$ cat config.mk
export PLATFORM = sky130hd
export DESIGN_NAME = tmr_clk_sel
export DESIGN_NICKNAME = d
export VERILOG_FILES = /design/src/rtl/tcs_pkg.sv /design/src/rtl/tcs_in_filter.sv /design/src/rtl/tcs_ckgen.sv /design/src/rtl/tcs_counter.sv /design/src/rtl/tmr_clk_sel.sv
export SDC_FILE = /design/constraint.sdc
export NUM_CORES = 1
export LEC_CHECK = 0
export BUFFER_PORTS_ARGS = -buffer_cell sky130_fd_sc_hd__buf_2
export CAP_MARGIN = 5
export CORE_UTILIZATION = 50
export CTS_CLUSTER_SIZE = 12
export DETAILED_ROUTE_END_ITERATION = 12
export PLACE_DENSITY = 0.72
export REMOVE_ABC_BUFFERS = 1
export SLEW_MARGIN = 30
export SYNTH_ARGS = -nofsm -noshare
export SYNTH_HDL_FRONTEND = slang
export SYNTH_SLANG_ARGS = --single-unit
$ cat constraint.sdc
create_clock -name clk -period 2.8 [get_ports clk]
set_clock_uncertainty 0.1 [all_clocks]
set_input_delay 0.28 -clock clk [delete_from_list [all_inputs] [get_ports clk]]
set_output_delay 0.28 -clock clk [all_outputs]
set_load 0.05 [all_outputs]
$ cat src/rtl/tcs_pkg.sv
package tcs_pkg;

    typedef enum logic [1:0] {
        SRC_OFF  = 2'd0,
        SRC_INT  = 2'd1,
        SRC_EXT1 = 2'd2,
        SRC_EXT2 = 2'd3
    } src_e;

    typedef enum logic {
        FLT_STEADY = 1'b0,
        FLT_QUAL   = 1'b1
    } flt_e;

    localparam logic [2:0] SMS_INTERNAL = 3'b000;
    localparam logic [2:0] SMS_EDGE     = 3'b111;

    localparam logic [2:0] TS_IN1_BOTH  = 3'b100;
    localparam logic [2:0] TS_IN1_FILT  = 3'b101;
    localparam logic [2:0] TS_IN2_FILT  = 3'b110;
    localparam logic [2:0] TS_TRIG_FILT = 3'b111;

    localparam int NUM_PINS = 3;

endpackage

$ cat src/rtl/tcs_in_filter.sv
module tcs_in_filter
    import tcs_pkg::*;
#(
    parameter int FLT_W = 4
) (
    input  logic             clk,
    input  logic             rst_n,
    input  logic             din,
    input  logic [FLT_W-1:0] code,
    output logic             level,
    output logic             level_d
);

    flt_e             state_q, state_n;
    logic [FLT_W-1:0] run_q, run_n;
    logic             level_n;

    // state register
    always_ff @(posedge clk or negedge rst_n) begin
        if (!rst_n) begin
            state_q <= FLT_STEADY;
            run_q   <= '0;
            level   <= 1'b0;
            level_d <= 1'b0;
        end else begin
            state_q <= state_n;
            run_q   <= run_n;
            level   <= level_n;
            level_d <= level;
        end
    end

    // next state and output value
    always_comb begin
        state_n = state_q;
        run_n   = run_q;
        level_n = level;
        unique case (state_q)
            FLT_STEADY: begin
                if (din != level) begin
                    if (code == '0) begin
                        level_n = din;
                    end else begin
                        state_n = FLT_QUAL;
                        run_n   = {{(FLT_W-1){1'b0}}, 1'b1};
                    end
                end
            end
            FLT_QUAL: begin
                if (din == level) begin
                    state_n = FLT_STEADY;
                    run_n   = '0;
                end else if (run_q >= code) begin
                    level_n = din;
                    state_n = FLT_STEADY;
                    run_n   = '0;
                end else begin
                    run_n = run_q + 1'b1;
                end
            end
        endcase
    end

    AST_FILT_FOLLOWS_PIN: assert property (@(posedge clk) disable iff (!rst_n)
        (level != $past(level)) |-> (level == $past(din)));

    AST_FILT_ZERO_PASS: assert property (@(posedge clk) disable iff (!rst_n)
        ($past(code) == '0 && $past(state_q) == FLT_STEADY) |-> (level == $past(din)));

endmodule

$ cat src/rtl/tcs_ckgen.sv
module tcs_ckgen
    import tcs_pkg::*;
(
    input  logic                clk,
    input  logic                rst_n,
    input  logic [2:0]          sms,
    input  logic [2:0]          ts,
    input  logic                ece,
    input  logic [NUM_PINS-1:0] lvl,
    input  logic [NUM_PINS-1:0] lvl_d,
    output logic                tick
);

    src_e                state_q, state_n;
    logic [NUM_PINS-1:0] rise;
    logic                in1_fall;
    logic                trig_edge;

    assign rise     = lvl & ~lvl_d;
    assign in1_fall = ~lvl[0] & lvl_d[0];

    // state register
    always_ff @(posedge clk or negedge rst_n) begin
        if (!rst_n) state_q <= SRC_OFF;
        else        state_q <= state_n;
    end

    // transitions: any state to the one named by the controls
    always_comb begin
        if (ece)                       state_n = SRC_EXT2;
        else if (sms == SMS_INTERNAL)  state_n = SRC_INT;
        else if (sms == SMS_EDGE)      state_n = SRC_EXT1;
        else                           state_n = SRC_OFF;
    end

    // trigger multiplexer
    always_comb begin
        unique case (ts)
            TS_IN1_BOTH:  trig_edge = rise[0] | in1_fall;
            TS_IN1_FILT:  trig_edge = rise[0];
            TS_IN2_FILT:  trig_edge = rise[1];
            TS_TRIG_FILT: trig_edge = rise[2];
            default:      trig_edge = 1'b0;
        endcase
    end

    // outputs
    always_comb begin
        unique case (state_q)
            SRC_OFF:  tick = 1'b0;
            SRC_INT:  tick = 1'b1;
            SRC_EXT1: tick = trig_edge;
            SRC_EXT2: tick = rise[2];
        endcase
    end

    AST_OFF_QUIET: assert property (@(posedge clk) disable iff (!rst_n)
        (state_q == SRC_OFF) |-> !tick);

    AST_ECE_WINS: assert property (@(posedge clk) disable iff (!rst_n)
        $past(ece) |-> (state_q == SRC_EXT2));

endmodule

$ cat src/rtl/tcs_counter.sv
module tcs_counter #(
    parameter int CNT_W = 16
) (
    input  logic             clk,
    input  logic             rst_n,
    input  logic             ug,
    input  logic             cen,
    input  logic             dir,
    input  logic             tick,
    output logic [CNT_W-1:0] cnt
);

    localparam logic [CNT_W-1:0] TOP = {CNT_W{1'b1}};

    always_ff @(posedge clk or negedge rst_n) begin
        if (!rst_n)             cnt <= '0;
        else if (ug)            cnt <= dir ? TOP : '0;
        else if (cen && tick)   cnt <= dir ? cnt - 1'b1 : cnt + 1'b1;
    end

    AST_HOLD_WHEN_OFF: assert property (@(posedge clk) disable iff (!rst_n)
        (!ug && !cen) |=> $stable(cnt));

    AST_UG_LOAD: assert property (@(posedge clk) disable iff (!rst_n)
        ug |=> (cnt == ($past(dir) ? TOP : '0)));

    AST_STEP_ONE: assert property (@(posedge clk) disable iff (!rst_n)
        (!ug && cen && tick) |=>
        (cnt == ($past(dir) ? $past(cnt) - 1'b1 : $past(cnt) + 1'b1)));

endmodule

$ cat src/rtl/tmr_clk_sel.sv
module tmr_clk_sel
    import tcs_pkg::*;
#(
    parameter int CNT_W = 16,
    parameter int FLT_W = 4
) (
    input  logic             clk,
    input  logic             rst_n,
    input  logic             cen,
    input  logic             dir,
    input  logic             ug,
    input  logic [2:0]       sms,
    input  logic [2:0]       ts,
    input  logic             ece,
    input  logic             ti2_pol,
    input  logic [FLT_W-1:0] ti1_flt,
    input  logic [FLT_W-1:0] ti2_flt,
    input  logic [FLT_W-1:0] etr_flt,
    input  logic             ti1_in,
    input  logic             ti2_in,
    input  logic             etr_in,
    output logic             clk_en,
    output logic [CNT_W-1:0] count
);

    logic [NUM_PINS-1:0] raw;
    logic [FLT_W-1:0]    codes [NUM_PINS];
    logic [NUM_PINS-1:0] lvl;
    logic [NUM_PINS-1:0] lvl_d;
    logic                tick;

    assign raw      = {etr_in, ti2_in ^ ti2_pol, ti1_in};
    assign codes[0] = ti1_flt;
    assign codes[1] = ti2_flt;
    assign codes[2] = etr_flt;

    for (genvar i = 0; i < NUM_PINS; i++) begin : g_pin
        tcs_in_filter #(.FLT_W(FLT_W)) u_flt (
            .clk     (clk),
            .rst_n   (rst_n),
            .din     (raw[i]),
            .code    (codes[i]),
            .level   (lvl[i]),
            .level_d (lvl_d[i])
        );
    end

    tcs_ckgen u_ckgen (
        .clk   (clk),
        .rst_n (rst_n),
        .sms   (sms),
        .ts    (ts),
        .ece   (ece),
        .lvl   (lvl),
        .lvl_d (lvl_d),
        .tick  (tick)
    );

    assign clk_en = tick & cen;

    tcs_counter #(.CNT_W(CNT_W)) u_cnt (
        .clk   (clk),
        .rst_n (rst_n),
        .ug    (ug),
        .cen   (cen),
        .dir   (dir),
        .tick  (tick),
        .cnt   (count)
    );

    AST_ECE_ONLY_TRIG: assert property (@(posedge clk) disable iff (!rst_n)
        ($past(ece) && !(lvl[2] && !lvl_d[2])) |-> !clk_en);

endmodule

==> impl_table.tex <==
\begin{tabular}{lr}
\hline
Metric & Value \\
\hline
\multicolumn{2}{l}{\textbf{Critical path}} \\
\quad Worst setup path class & reg2reg \\
\quad Worst-case reg-to-reg path depth & 8 \\
\quad Type of element capturing the critical path & register \\
\quad End of the worst register-to-register path & u\_cnt.cnt[11]\$\_DFFE\_PN0P\_ \\
\quad Largest incremental delay on the critical path & 0.43 ns \\
\quad Data arrival time of the worst path & 2.53 ns \\
\quad Data required time of the worst path & 2.90 ns \\
\quad Worst reg2reg setup slack & 0.38 ns \\
\quad Cell type of the slowest stage on the worst timing path & dfrtp\_1 \\
\quad List of cells traversed by the critical path & ha\_1, a21o\_1, nand4\_1, a211o\_1, and2b\_2, o21ai\_1, mux2\_4, a211oi\_1 \\
\quad Maximum fanout along the worst path & 4 \\
\quad Launching point of the worst reg2reg path & u\_cnt.cnt[1]\$\_DFFE\_PN0P\_ \\
\quad Critical Path Start Type & register \\
\multicolumn{2}{l}{\textbf{Logic synthesis}} \\
\quad Count of cell types in the netlist & 51 \\
\quad Most repeated cell in the gate-level netlist after synthesis & dfrtp\_1 \\
\quad Count of state elements after synthesis & 39 \\
\quad Top cell type's share of synthesized area & 34.8\% \\
\quad Main area contributors after synthesis & dfrtp\_1, ha\_1, nor2\_1 \\
\quad Top cell types by occurrence after synthesis & dfrtp\_1, nor2\_1, ha\_1 \\
\quad Sequential element share of the synthesized area & 34.8\% \\
\quad Cell taking the most area after synthesis & dfrtp\_1 \\
\quad Primary flip-flop cell chosen by synthesis mapping & dfrtp\_1 \\
\quad FFs w/ async S/R, synth & 100\% \\
\quad Post-synthesis cell area & 0.00280 mm2 \\
\quad Yosys warns & 0 \\
\quad Number of synthesized flops with an enable pin & 0 \\
\quad Syn Area/Cell & 8.99 um2 \\
\quad Post-synthesis instance total & 312 \\
\multicolumn{2}{l}{\textbf{Detailed routing}} \\
\quad Via count & 2386 \\
\quad Wire length after detailed routing & 5820 um \\
\quad Avg Vias per Cell & 5.54 \\
\quad DRC violation count after routing & 0 \\
\quad Remaining antenna violation count after routing & 0 \\
\quad Detailed Routing Iterations Pass 1 & 4 \\
\quad DR WL/cell & 13.5 um \\
\quad Detailed router's first-iteration violation count & 125 \\
\multicolumn{2}{l}{\textbf{Pwr}} \\
\quad Internal power summed over all cells & 0.00147 W \\
\quad Sequential Power Share & 34.1\% \\
\quad Lkg Pwr & 1.60 nW \\
\quad Psw & 0.00104 W \\
\quad Maximum resistive drop on vdd & 412 uV \\
\quad Total power divided by cell area & 778 mW/mm2 \\
\quad Logic gate share of total power & 46.6\% \\
\quad Clock Power Share & 19.3\% \\
\quad Fraction of power spent switching nets & 41.5\% \\
\multicolumn{2}{l}{\textbf{Floorplanning}} \\
\quad Initial cell density of the core & 53.5\% \\
\quad Die footprint & 0.00591 mm2 \\
\quad Placeable core region & 0.00524 mm2 \\
\quad Die Width & 76.9 um \\
\quad Height of the die & 76.9 um \\
\quad I/O pin total & 45 \\
\quad Placement row count & 26 \\
\multicolumn{2}{l}{\textbf{Clocking}} \\
\quad Clock latency of the later-clocked register in the worst-skew pair & 0.29 ns \\
\quad Clock buffer count from CTS & 5 \\
\quad CTS sink count & 39 \\
\quad Clock transition at the registers of the reported paths & 0.08 ns \\
\quad Worst-case clock buffer depth & 2 \\
\quad CTS root buffer & clkbuf\_8 \\
\quad Total number of H-tree levels & 2 \\
\quad CTS tree & yes \\
\multicolumn{2}{l}{\textbf{STA}} \\
\quad Setup repair after global routing missed its margin & false \\
\quad Share of the clock period used by the worst path after layout & 86.5\% \\
\quad Number of setup violations in the final report & 0 \\
\quad Final hold vios & 0 \\
\quad Max Slew Vio Count & 0 \\
\quad Slew Limit Headroom & 64.3\% \\
\quad Smallest hold slack & 0.105 ns \\
\quad Highest achievable clock rate & 413 MHz \\
\quad Post-layout minimum cycle time & 2.42 ns \\
\quad Transition at the pin with the smallest max-transition slack & 0.528 ns \\
\multicolumn{2}{l}{\textbf{Cells and area}} \\
\quad Share of post-route cells with drive strength above 1 & 20.2\% \\
\quad P\&R area growth vs syn & 15.1\% \\
\quad ANT cells & 0 \\
\quad Final net count & 419 \\
\quad Share of the core filled with cells & 61.6\% \\
\multicolumn{2}{l}{\textbf{Global routing}} \\
\quad GRT Overall Usage & 21.5\% \\
\quad Antenna violations before repair & 0 \\
\quad Total congestion overflow & 0 \\
\quad Pin count of the biggest net entering global routing & 40 \\
\quad Wire length of the first global-routing pass & 10300 um \\
\quad Number of global-route vias before repair & 2344 \\
\multicolumn{2}{l}{\textbf{Min path}} \\
\quad Launch instance of the worst min-delay path & ece \\
\quad Worst min-delay path category & in2reg \\
\quad Worst-case hold path end point & u\_ckgen.state\_q[1]\$\_DFF\_PN0\_ \\
\quad Depth of the worst hold-timing path & 2 \\
\multicolumn{2}{l}{\textbf{Placement}} \\
\quad Half-perimeter wire length after placement & 4280 um \\
\quad IO buf count & 44 \\
\quad Final weighted congestion in routability-driven placement & 0.838 \\
\multicolumn{2}{l}{\textbf{Status}} \\
\quad Result of the run & complete, no violations \\
\multicolumn{2}{l}{\textbf{Run}} \\
\quad Max-capacitance violation count & 0 \\
\hline
\end{tabular}
[power groups by stage]
stage               clock network (W)  logic, W  registers, W
floorplan                           0  0.000775      0.000979
global placement                    0   0.00114      0.000863
detailed placement                  0   0.00117      0.000870
CTS                          0.000496   0.00117      0.000860
global route                 0.000520   0.00132      0.000883
finish                       0.000484   0.00117      0.000858
[worst max-delay path: cells and delay by family (launching register included)]
| kind | cells | cell delay (ns) |
|---|---|---|
| compound gates | 4 | 0.86 |
| fa+ha+maj | 1 | 0.29 |
| flops | 1 | 0.43 |
| mux | 1 | 0.31 |
| simple gates | 2 | 0.35 |
[cell type report]
type / instances / area (um2)
fillers: 471 / 2010
multi-input cells: 245 / 1720
flip-flops and latches: 39 / 976
repair buffers: 47 / 248
well taps: 70 / 87.6
clock buffers: 6 / 82.6
inverters: 22 / 82.6
clock inverters: 2 / 35.0
[through the flow]
stage / instance area [um2] / setup TNS [ns] / total power [W] / cells / setup WS (ns)
floorplan: 2780 / -0.00920 / 0.00175 / 306 / -0.00503
global placement: 3100 / 0 / 0.00200 / 422 / 0.240
detailed placement: 3100 / 0 / 0.00204 / 422 / 0.181
CTS: 3220 / 0 / 0.00253 / 430 / 0.370
global route: 3230 / 0 / 0.00272 / 431 / 0.195
finish: 3230 / 0 / 0.00251 / 431 / 0.377
[timing repair]
action | CTS | global route
hold endpoints to repair | 0 | 39
hold buffers | 0 | 1
gates resized for setup | 0 | 0
buffers inserted | 0 | 0
[how the worst max path moves through the flow]
| stage | from | endpoint | slack, ns | cells past startpoint |
|---|---|---|---|---|
| after global placement | dir | u_cnt.cnt[7]$_DFFE_PN0P_ | 0.24 | 9 |
| after global routing | u_cnt.cnt[1]$_DFFE_PN0P_ | u_cnt.cnt[11]$_DFFE_PN0P_ | 0.19 | 8 |
| after CTS | u_cnt.cnt[1]$_DFFE_PN0P_ | u_cnt.cnt[11]$_DFFE_PN0P_ | 0.37 | 8 |
| after floorplan | g_pin[0].u_flt.level$_DFFE_PN0P_ | u_cnt.cnt[11]$_DFFE_PN0P_ | -0.005 | 9 |
| final | u_cnt.cnt[1]$_DFFE_PN0P_ | u_cnt.cnt[11]$_DFFE_PN0P_ | 0.38 | 8 |
| after detailed placement | dir | u_cnt.cnt[15]$_DFFE_PN0P_ | 0.18 | 9 |
[registers in the layout, indices dropped and copies added (netlist names)]
signal	count
u_cnt.cnt	16
g_pin.u_flt.level	3
g_pin.u_flt.state_q	3
g_pin.u_flt.level_d	3
u_ckgen.state_q	2
g_pin.u_flt.run_q	12
[cells by family (layout without fill, tap and decap cells)]
family / count (synthesis) / in the layout / share of synthesized area (%)
compound gates: 90 / 90 / 21.6
flops: 39 / 39 / 34.8
buf+inv: 28 / 77 / 3.97
fa+ha+maj: 31 / 31 / 14.1
simple gates: 98 / 98 / 16.4
xor+xnor: 16 / 16 / 5.00
mux: 10 / 10 / 4.11
[metal layers]
layer | wire, um | track usage [%] | vias to the layer above | part of all wire, %
li1 | - | - | 1202 | -
met1 | 2780 | 27.5 | 1137 | 48
met2 | 2840 | 37.0 | 43 | 49
met3 | 162 | 3.33 | 4 | 2.8
met4 | 44 | 7.31 | 0 | 0.76
met5 | 0 | 0 | - | 0
[placed cells by master (no fill, tap or decap), drive strengths merged, types with 3 or more instances in the layout]
cell    synthesis  final
ha             30     30
buf             3     46
mux2i           4      4
inv            22     22
nor3            5      5
o21ai          22     22
a31oi           5      5
dfrtp          39     39
a211oi          6      6
a21o           12     12
and3            3      3
nor2           34     34
a21oi          27     27
xnor2           8      8
nand2b          8      8
nand3           6      6
nor3b           3      3
nand2          29     29
o22ai           4      4
clkbuf          3      6
nor4            3      3
xor2            8      8
mux2            6      6
No activity file was read; power rests on OpenSTA's default activity.
